$ cat src/rtl/cldst_pkg.sv
// Shared types for the compact load/store unit.
// Assumes a 16-entry register file and 32-bit data/addresses.
package cldst_pkg;
    localparam int RIDX_W = 4;
    localparam int OFF_W  = 10;
    localparam logic [RIDX_W-1:0] SP_IDX = 4'd13;

    typedef enum logic [1:0] {
        SZ_BYTE = 2'b00,
        SZ_HALF = 2'b01,
        SZ_WORD = 2'b10
    } size_e;

    typedef struct packed {
        logic              load;
        size_e             size;
        logic [RIDX_W-1:0] base;
        logic [RIDX_W-1:0] rt;
        logic [OFF_W-1:0]  off;
    } op_t;
endpackage

$ cat src/rtl/cldst_decode.sv
// Decoder: turns a 16-bit instruction into an operation descriptor.
// Purely combinational; assumes the caller samples it only when valid.
module cldst_decode
    import cldst_pkg::*;
(
    input  logic [15:0] instr,
    output logic        legal,
    output op_t         op
);
    logic [4:0] opc;
    logic [4:0] imm5;

    assign opc  = instr[15:11];
    assign imm5 = instr[10:6];

    // Classify the opcode and extract fields with per-size offset scaling.
    always_comb begin
        legal   = (opc >= 5'b01100) && (opc <= 5'b10011);
        op.load = instr[11];
        op.base = {1'b0, instr[5:3]};
        op.rt   = {1'b0, instr[2:0]};
        op.size = SZ_WORD;
        op.off  = {3'b000, imm5, 2'b00};
        case (opc[4:1])
            4'b0111: begin
                op.size = SZ_BYTE;
                op.off  = {5'b00000, imm5};
            end
            4'b1000: begin
                op.size = SZ_HALF;
                op.off  = {4'b0000, imm5, 1'b0};
            end
            4'b1001: begin
                op.base = SP_IDX;
                op.rt   = {1'b0, instr[10:8]};
                op.off  = {instr[7:0], 2'b00};
            end
            default: ;
        endcase
    end
endmodule

$ cat src/rtl/cldst_datapath.sv
// Datapath: effective address, store-data narrowing and load zero-extension.
// Combinational; assumes register values are stable while a request is held.
module cldst_datapath
    import cldst_pkg::*;
#(
    parameter int DATA_W = 32
) (
    input  op_t               op,
    input  logic [DATA_W-1:0] base_val,
    input  logic [DATA_W-1:0] data_val,
    input  logic [DATA_W-1:0] rd_raw,
    output logic [DATA_W-1:0] addr,
    output logic [DATA_W-1:0] st_data,
    output logic [DATA_W-1:0] ld_data
);
    // Base plus scaled unsigned offset.
    assign addr = base_val + DATA_W'(op.off);

    // Narrow store data and widen load data according to access size.
    always_comb begin
        case (op.size)
            SZ_BYTE: begin
                st_data = {{(DATA_W-8){1'b0}}, data_val[7:0]};
                ld_data = {{(DATA_W-8){1'b0}}, rd_raw[7:0]};
            end
            SZ_HALF: begin
                st_data = {{(DATA_W-16){1'b0}}, data_val[15:0]};
                ld_data = {{(DATA_W-16){1'b0}}, rd_raw[15:0]};
            end
            default: begin
                st_data = data_val;
                ld_data = rd_raw;
            end
        endcase
    end
endmodule

$ cat src/rtl/cldst_ctrl.sv
// Controller: accepts one instruction when idle, holds the memory request
// until ready, waits for load data, and pulses done/undef.
// Assumes mem_rvalid only arrives after an accepted load request.
module cldst_ctrl
    import cldst_pkg::*;
(
    input  logic clk,
    input  logic rst_n,
    input  logic instr_valid,
    input  logic legal,
    input  op_t  op_in,
    input  logic mem_ready,
    input  logic mem_rvalid,
    output op_t  op_q,
    output logic mem_req,
    output logic undef,
    output logic done,
    output logic rf_we
);
    typedef enum logic [1:0] {ST_IDLE, ST_REQ, ST_RESP} state_e;
    state_e state;

    // Sequence idle -> request -> (response) -> idle and capture the operation.
    always_ff @(posedge clk) begin
        if (!rst_n) begin
            state <= ST_IDLE;
            undef <= 1'b0;
            op_q  <= '0;
        end else begin
            undef <= 1'b0;
            case (state)
                ST_IDLE: if (instr_valid) begin
                    if (legal) begin
                        op_q  <= op_in;
                        state <= ST_REQ;
                    end else begin
                        undef <= 1'b1;
                    end
                end
                ST_REQ: if (mem_ready) state <= op_q.load ? ST_RESP : ST_IDLE;
                ST_RESP: if (mem_rvalid) state <= ST_IDLE;
                default: state <= ST_IDLE;
            endcase
        end
    end

    // Drive handshake and completion strobes from the state.
    assign mem_req = (state == ST_REQ);
    assign rf_we   = (state == ST_RESP) && mem_rvalid;
    assign done    = (mem_req && mem_ready && !op_q.load) || rf_we;

    assert_hold_R4: assert property (@(posedge clk) disable iff (!rst_n)
        mem_req && !mem_ready |=> mem_req && $stable(op_q));
    assert_undef_noreq_R7: assert property (@(posedge clk) disable iff (!rst_n)
        undef |-> !mem_req && !done);
    assert_undef_src_R7: assert property (@(posedge clk) disable iff (!rst_n)
        undef |-> $past(instr_valid) && !$past(legal));
    assert_load_we_R5: assert property (@(posedge clk) disable iff (!rst_n)
        rf_we |-> done && op_q.load && !mem_req);
    assert_store_nowe_R6: assert property (@(posedge clk) disable iff (!rst_n)
        mem_req && !op_q.load |=> !rf_we);
    assert_single_R9: assert property (@(posedge clk) disable iff (!rst_n)
        done |=> !mem_req && !rf_we);
endmodule

$ cat src/rtl/cldst_unit.sv
// Top: compact load/store immediate unit. Connects decode, control and
// datapath; register file and memory sit outside and respond combinationally
// on the read ports.
module cldst_unit
    import cldst_pkg::*;
#(
    parameter int DATA_W = 32
) (
    input  logic              clk,
    input  logic              rst_n,
    input  logic              instr_valid,
    input  logic [15:0]       instr,
    output logic              undef,
    output logic              done,
    output logic [RIDX_W-1:0] rf_raddr_base,
    input  logic [DATA_W-1:0] rf_rdata_base,
    output logic [RIDX_W-1:0] rf_raddr_data,
    input  logic [DATA_W-1:0] rf_rdata_data,
    output logic              rf_we,
    output logic [RIDX_W-1:0] rf_waddr,
    output logic [DATA_W-1:0] rf_wdata,
    output logic              mem_req,
    output logic              mem_we,
    output logic [1:0]        mem_size,
    output logic [DATA_W-1:0] mem_addr,
    output logic [DATA_W-1:0] mem_wdata,
    input  logic              mem_ready,
    input  logic              mem_rvalid,
    input  logic [DATA_W-1:0] mem_rdata
);
    logic legal;
    op_t  op_dec;
    op_t  op_q;

    cldst_decode u_dec (
        .instr (instr),
        .legal (legal),
        .op    (op_dec)
    );

    cldst_ctrl u_ctrl (
        .clk         (clk),
        .rst_n       (rst_n),
        .instr_valid (instr_valid),
        .legal       (legal),
        .op_in       (op_dec),
        .mem_ready   (mem_ready),
        .mem_rvalid  (mem_rvalid),
        .op_q        (op_q),
        .mem_req     (mem_req),
        .undef       (undef),
        .done        (done),
        .rf_we       (rf_we)
    );

    cldst_datapath #(.DATA_W(DATA_W)) u_dp (
        .op       (op_q),
        .base_val (rf_rdata_base),
        .data_val (rf_rdata_data),
        .rd_raw   (mem_rdata),
        .addr     (mem_addr),
        .st_data  (mem_wdata),
        .ld_data  (rf_wdata)
    );

    // Register indices and request attributes come from the captured operation.
    assign rf_raddr_base = op_q.base;
    assign rf_raddr_data = op_q.rt;
    assign rf_waddr      = op_q.rt;
    assign mem_we        = !op_q.load;
    assign mem_size      = op_q.size;

    assert_size_R1: assert property (@(posedge clk) disable iff (!rst_n)
        mem_req |-> mem_size != 2'b11);
endmodule

$ cat config.mk
export PLATFORM = sky130hd
export DESIGN_NAME = cldst_unit
export DESIGN_NICKNAME = d
export VERILOG_FILES = /design/src/rtl/cldst_pkg.sv /design/src/rtl/cldst_decode.sv /design/src/rtl/cldst_datapath.sv /design/src/rtl/cldst_ctrl.sv /design/src/rtl/cldst_unit.sv
export SDC_FILE = /design/constraint.sdc
export NUM_CORES = 1
export LEC_CHECK = 0
export ABC_AREA = 1
export BUFFER_PORTS_ARGS = -buffer_cell sky130_fd_sc_hd__buf_4
export CAP_MARGIN = 0
export CELL_PAD_IN_SITES_DETAIL_PLACEMENT = 0
export CELL_PAD_IN_SITES_GLOBAL_PLACEMENT = 2
export CORE_UTILIZATION = 19
export CTS_CLUSTER_DIAMETER = 200
export CTS_CLUSTER_SIZE = 30
export DETAILED_ROUTE_END_ITERATION = 12
export PLACE_DENSITY = 0.87
export SKIP_CTS_REPAIR_TIMING = 1
export SLEW_MARGIN = 20
export SYNTH_ARGS = -nofsm -noshare
export SYNTH_HDL_FRONTEND = slang
export SYNTH_SLANG_ARGS = --single-unit
export TNS_END_PERCENT = 50
$ cat constraint.sdc
create_clock -name clk -period 3.47 [get_ports clk]
set_input_delay 0.347 -clock clk [delete_from_list [all_inputs] [get_ports clk]]
set_output_delay 0.347 -clock clk [all_outputs]
set_load 0.02 [all_outputs]
==> out/metrics.csv <==
metric,value,unit
area_growth,51.0,%
vias,3823,
grt_max_degree,36,
grt_pass1_wl,17.6,mm
required,3.12,ns
ios,232,
drcViolationCount,0,
path_cells,ha_1 -> fa_1 -> nand3_1 -> nand2_1 -> nand2_1 -> nand2_1 -> nand2_1 -> nand2_1 -> xor2_1 -> buf_4,
totalWireLength,11.2,mm
dieHeight,129,um
crit_path_end_kind,output port,
irDropWorstVdd,165,uV
grt_pass1_vias,3600,
die_w,129,um
path_class,reg2out,
rr_worst_depth,8,
drtIter0Drc,155,
initial_utilization,0.193,
fillers,1853,
switching_share,0.373,
seq_area,460,um^2
tightest_slew,0.679,ns
clock.fmax,394,MHz
detail-route-antenna-nets,0,
synthCells,574,
clock_path_buffers,2,
outcome,"complete, no violations",
finalSetupViolCount,0,
p_int,0.000653,W
wl_per_cell,11.7,um
path_depth,10,
fin_crit,2.54,ns
clock_sinks,23,
final_layout_size_suffix_gt1_frac,0.288,
p_switching,0.000389,W
grt_overflow,0,
cts_tree,done,
crit_top_cell,nand2_1,
synth_cell_types,30,
holdPathStages,3,
rows,46,
powerDensity,225,nW/um^2
setup_ws,0.931,ns
gp_congestion,0.802,
crit_fanout,5,
diodes,0,
syn_area_per_cell,5.33,um^2
rsz0062_at_grt,false,
cpMaxStageDelayCell,fa_1,
multi_input_area,1920,um^2
cpPeakStageDelay,0.41,ns
crit_path_start_kind,flop,
power,0.00104,W
clkLatencyLatePin,0.25,ns
cts-root-buf,clkbuf_16,
hold_viol_final,0,
synthesis.area,3060,um^2
hold_class,in2reg,
pre_cts_slack,0.993,ns
finalCritPeriodShare,0.732,
grt_usage,0.132,
crit_family,adder cells,
dr.pass1.iters,5,
die_area,16600,um^2
fin_worst_skew,0.00195,ns
io_buffers,197,
cap_violations,0,
viasPerCell,4.01,
coreArea,15800,um^2
layout.nets,866,
seqPwrFrac,0.277,
critPathBufInv,1,
htreeDepth,1,
p_comb_frac,0.484,
power.share.clock,0.239,
antenna_found_initial,0,
hpwl,9.65,mm
yosys_warnings,0,
path_clk_slew,0.06,ns
worst_ep_arrival_time,2.19,ns
max_slew_margin,0.547,
synth_seq_cells,23,
setup_tns,0,ns
cts_inserted_buffers,3,
ys_seq_area_frac,0.150,
p_leak,2.85,nW
drv_slew,0,
## state kept, by name, indices dropped and copies added, names as in the netlist
| register | cells |
|---|---|
| u_ctrl.op_q | 20 |
| u_ctrl.state | 2 |
| u_ctrl.undef | 1 |
## metal layers
metal	wire (um)	track usage	vias to the layer above
li1	-	-	2032
met1	5050	0.166	1632
met4	47	0.0138	0
met3	808	0.0200	6
met5	0	0	-
met2	5280	0.245	153
## tightest hold or removal path, delay by kind of cell
family | cells | cell delay, ns
AOI/OAI and AO/OA | 1 | 0.05
buffers and inverters | 1 | 0.12
and+or+nand+nor | 1 | 0.06
## cell type report
type | count | area share
Clock buffer | 4 | 0.0170
Timing Repair Buffer | 198 | 0.321
Multi-Input combinational cell | 402 | 0.414
Tap cell | 216 | 0.0584
Sequential cell | 23 | 0.0996
Inverter | 110 | 0.0893
## cell families (layout without fill, tap and decap cells)
family,count (synthesis),after routing,synth area share
buffers and inverters,150,312,0.226
AND/OR/NAND/NOR,337,337,0.471
adder cells (fa/ha/maj),11,11,0.0474
flip-flops,23,23,0.150
other,1,2,0.00122
AO/OA/AOI/OAI,38,38,0.0642
XOR/XNOR,14,14,0.0400
## power groups by stage
| stage | clock [W] | sequential, W | combinational (W) |
|---|---|---|---|
| floorplan | 0 | 0.000293 | 0.000297 |
| global placement | 0 | 0.000294 | 0.000513 |
| detailed placement | 0 | 0.000295 | 0.000511 |
| CTS | 0.000257 | 0.000289 | 0.000512 |
| global route | 0.000270 | 0.000291 | 0.000556 |
| finish | 0.000249 | 0.000289 | 0.000505 |
## synthesized netlist by cell type
cell,instances,share of area
buf_6,2,0.0074
a21boi_0,1,0.0025
nor3_1,9,0.015
fa_1,1,0.0065
a21oi_1,19,0.031
clkbuf_1,7,0.0086
o21ai_0,14,0.023
nor2_2,2,0.0041
nand2_1,196,0.24
nand3_1,41,0.067
xor2_1,14,0.040
inv_2,1,0.0012
or2_2,1,0.0020
conb_1,1,0.0012
nand3_2,1,0.0033
a31o_2,1,0.0029
nand4_1,7,0.014
and3_1,2,0.0041
nand3b_1,8,0.020
buf_2,1,0.0016
and2_1,1,0.0020
buf_4,30,0.074
dfxtp_1,23,0.15
nand3_4,1,0.0057
nor2_1,65,0.080
inv_1,109,0.13
ha_1,10,0.041
o21ai_1,3,0.0049
nand2_4,2,0.0074
nor2_8,1,0.0065
## path summary, 6_finish.rpt
kind                                       from         endpoint  slack, ns
worst max-delay path             u_ctrl.op_q[0]     mem_addr[10]       0.93
worst min-delay path                   instr[5]   u_ctrl.op_q[7]       0.37
worst max register to register  u_ctrl.state[1]   u_ctrl.op_q[1]       1.93
worst min register to register  u_ctrl.op_q[17]  u_ctrl.op_q[17]       0.47
## through the flow
| stage | hold slack, ns | cells | util | area, um^2 |
|---|---|---|---|---|
| after floorplan | 0.444 | 575 | - | 3070 |
| after global placement | 0.461 | 949 | 0.287 | 4540 |
| after detailed placement | 0.460 | 949 | 0.287 | 4540 |
| after CTS | 0.365 | 953 | 0.292 | 4620 |
| after global routing | 0.388 | 953 | 0.292 | 4620 |
| final | 0.369 | 953 | 0.292 | 4620 |
## placed cells by master (no fill, tap or decap), types with 2 or more instances in the layout
cell type / instances
inv_1: 109
a21oi_1: 19
nand2_1: 196
nand2_4: 2
and3_1: 2
dfxtp_1: 23
nand4_1: 7
ha_1: 10
nor3_1: 9
nand3_1: 41
o21ai_0: 14
nand3b_1: 8
nor2_1: 64
conb_1: 2
xor2_1: 14
o21ai_1: 3
buf_4: 198
nor2_2: 3
clkbuf_16: 3
(Power assumes the default switching activity.)
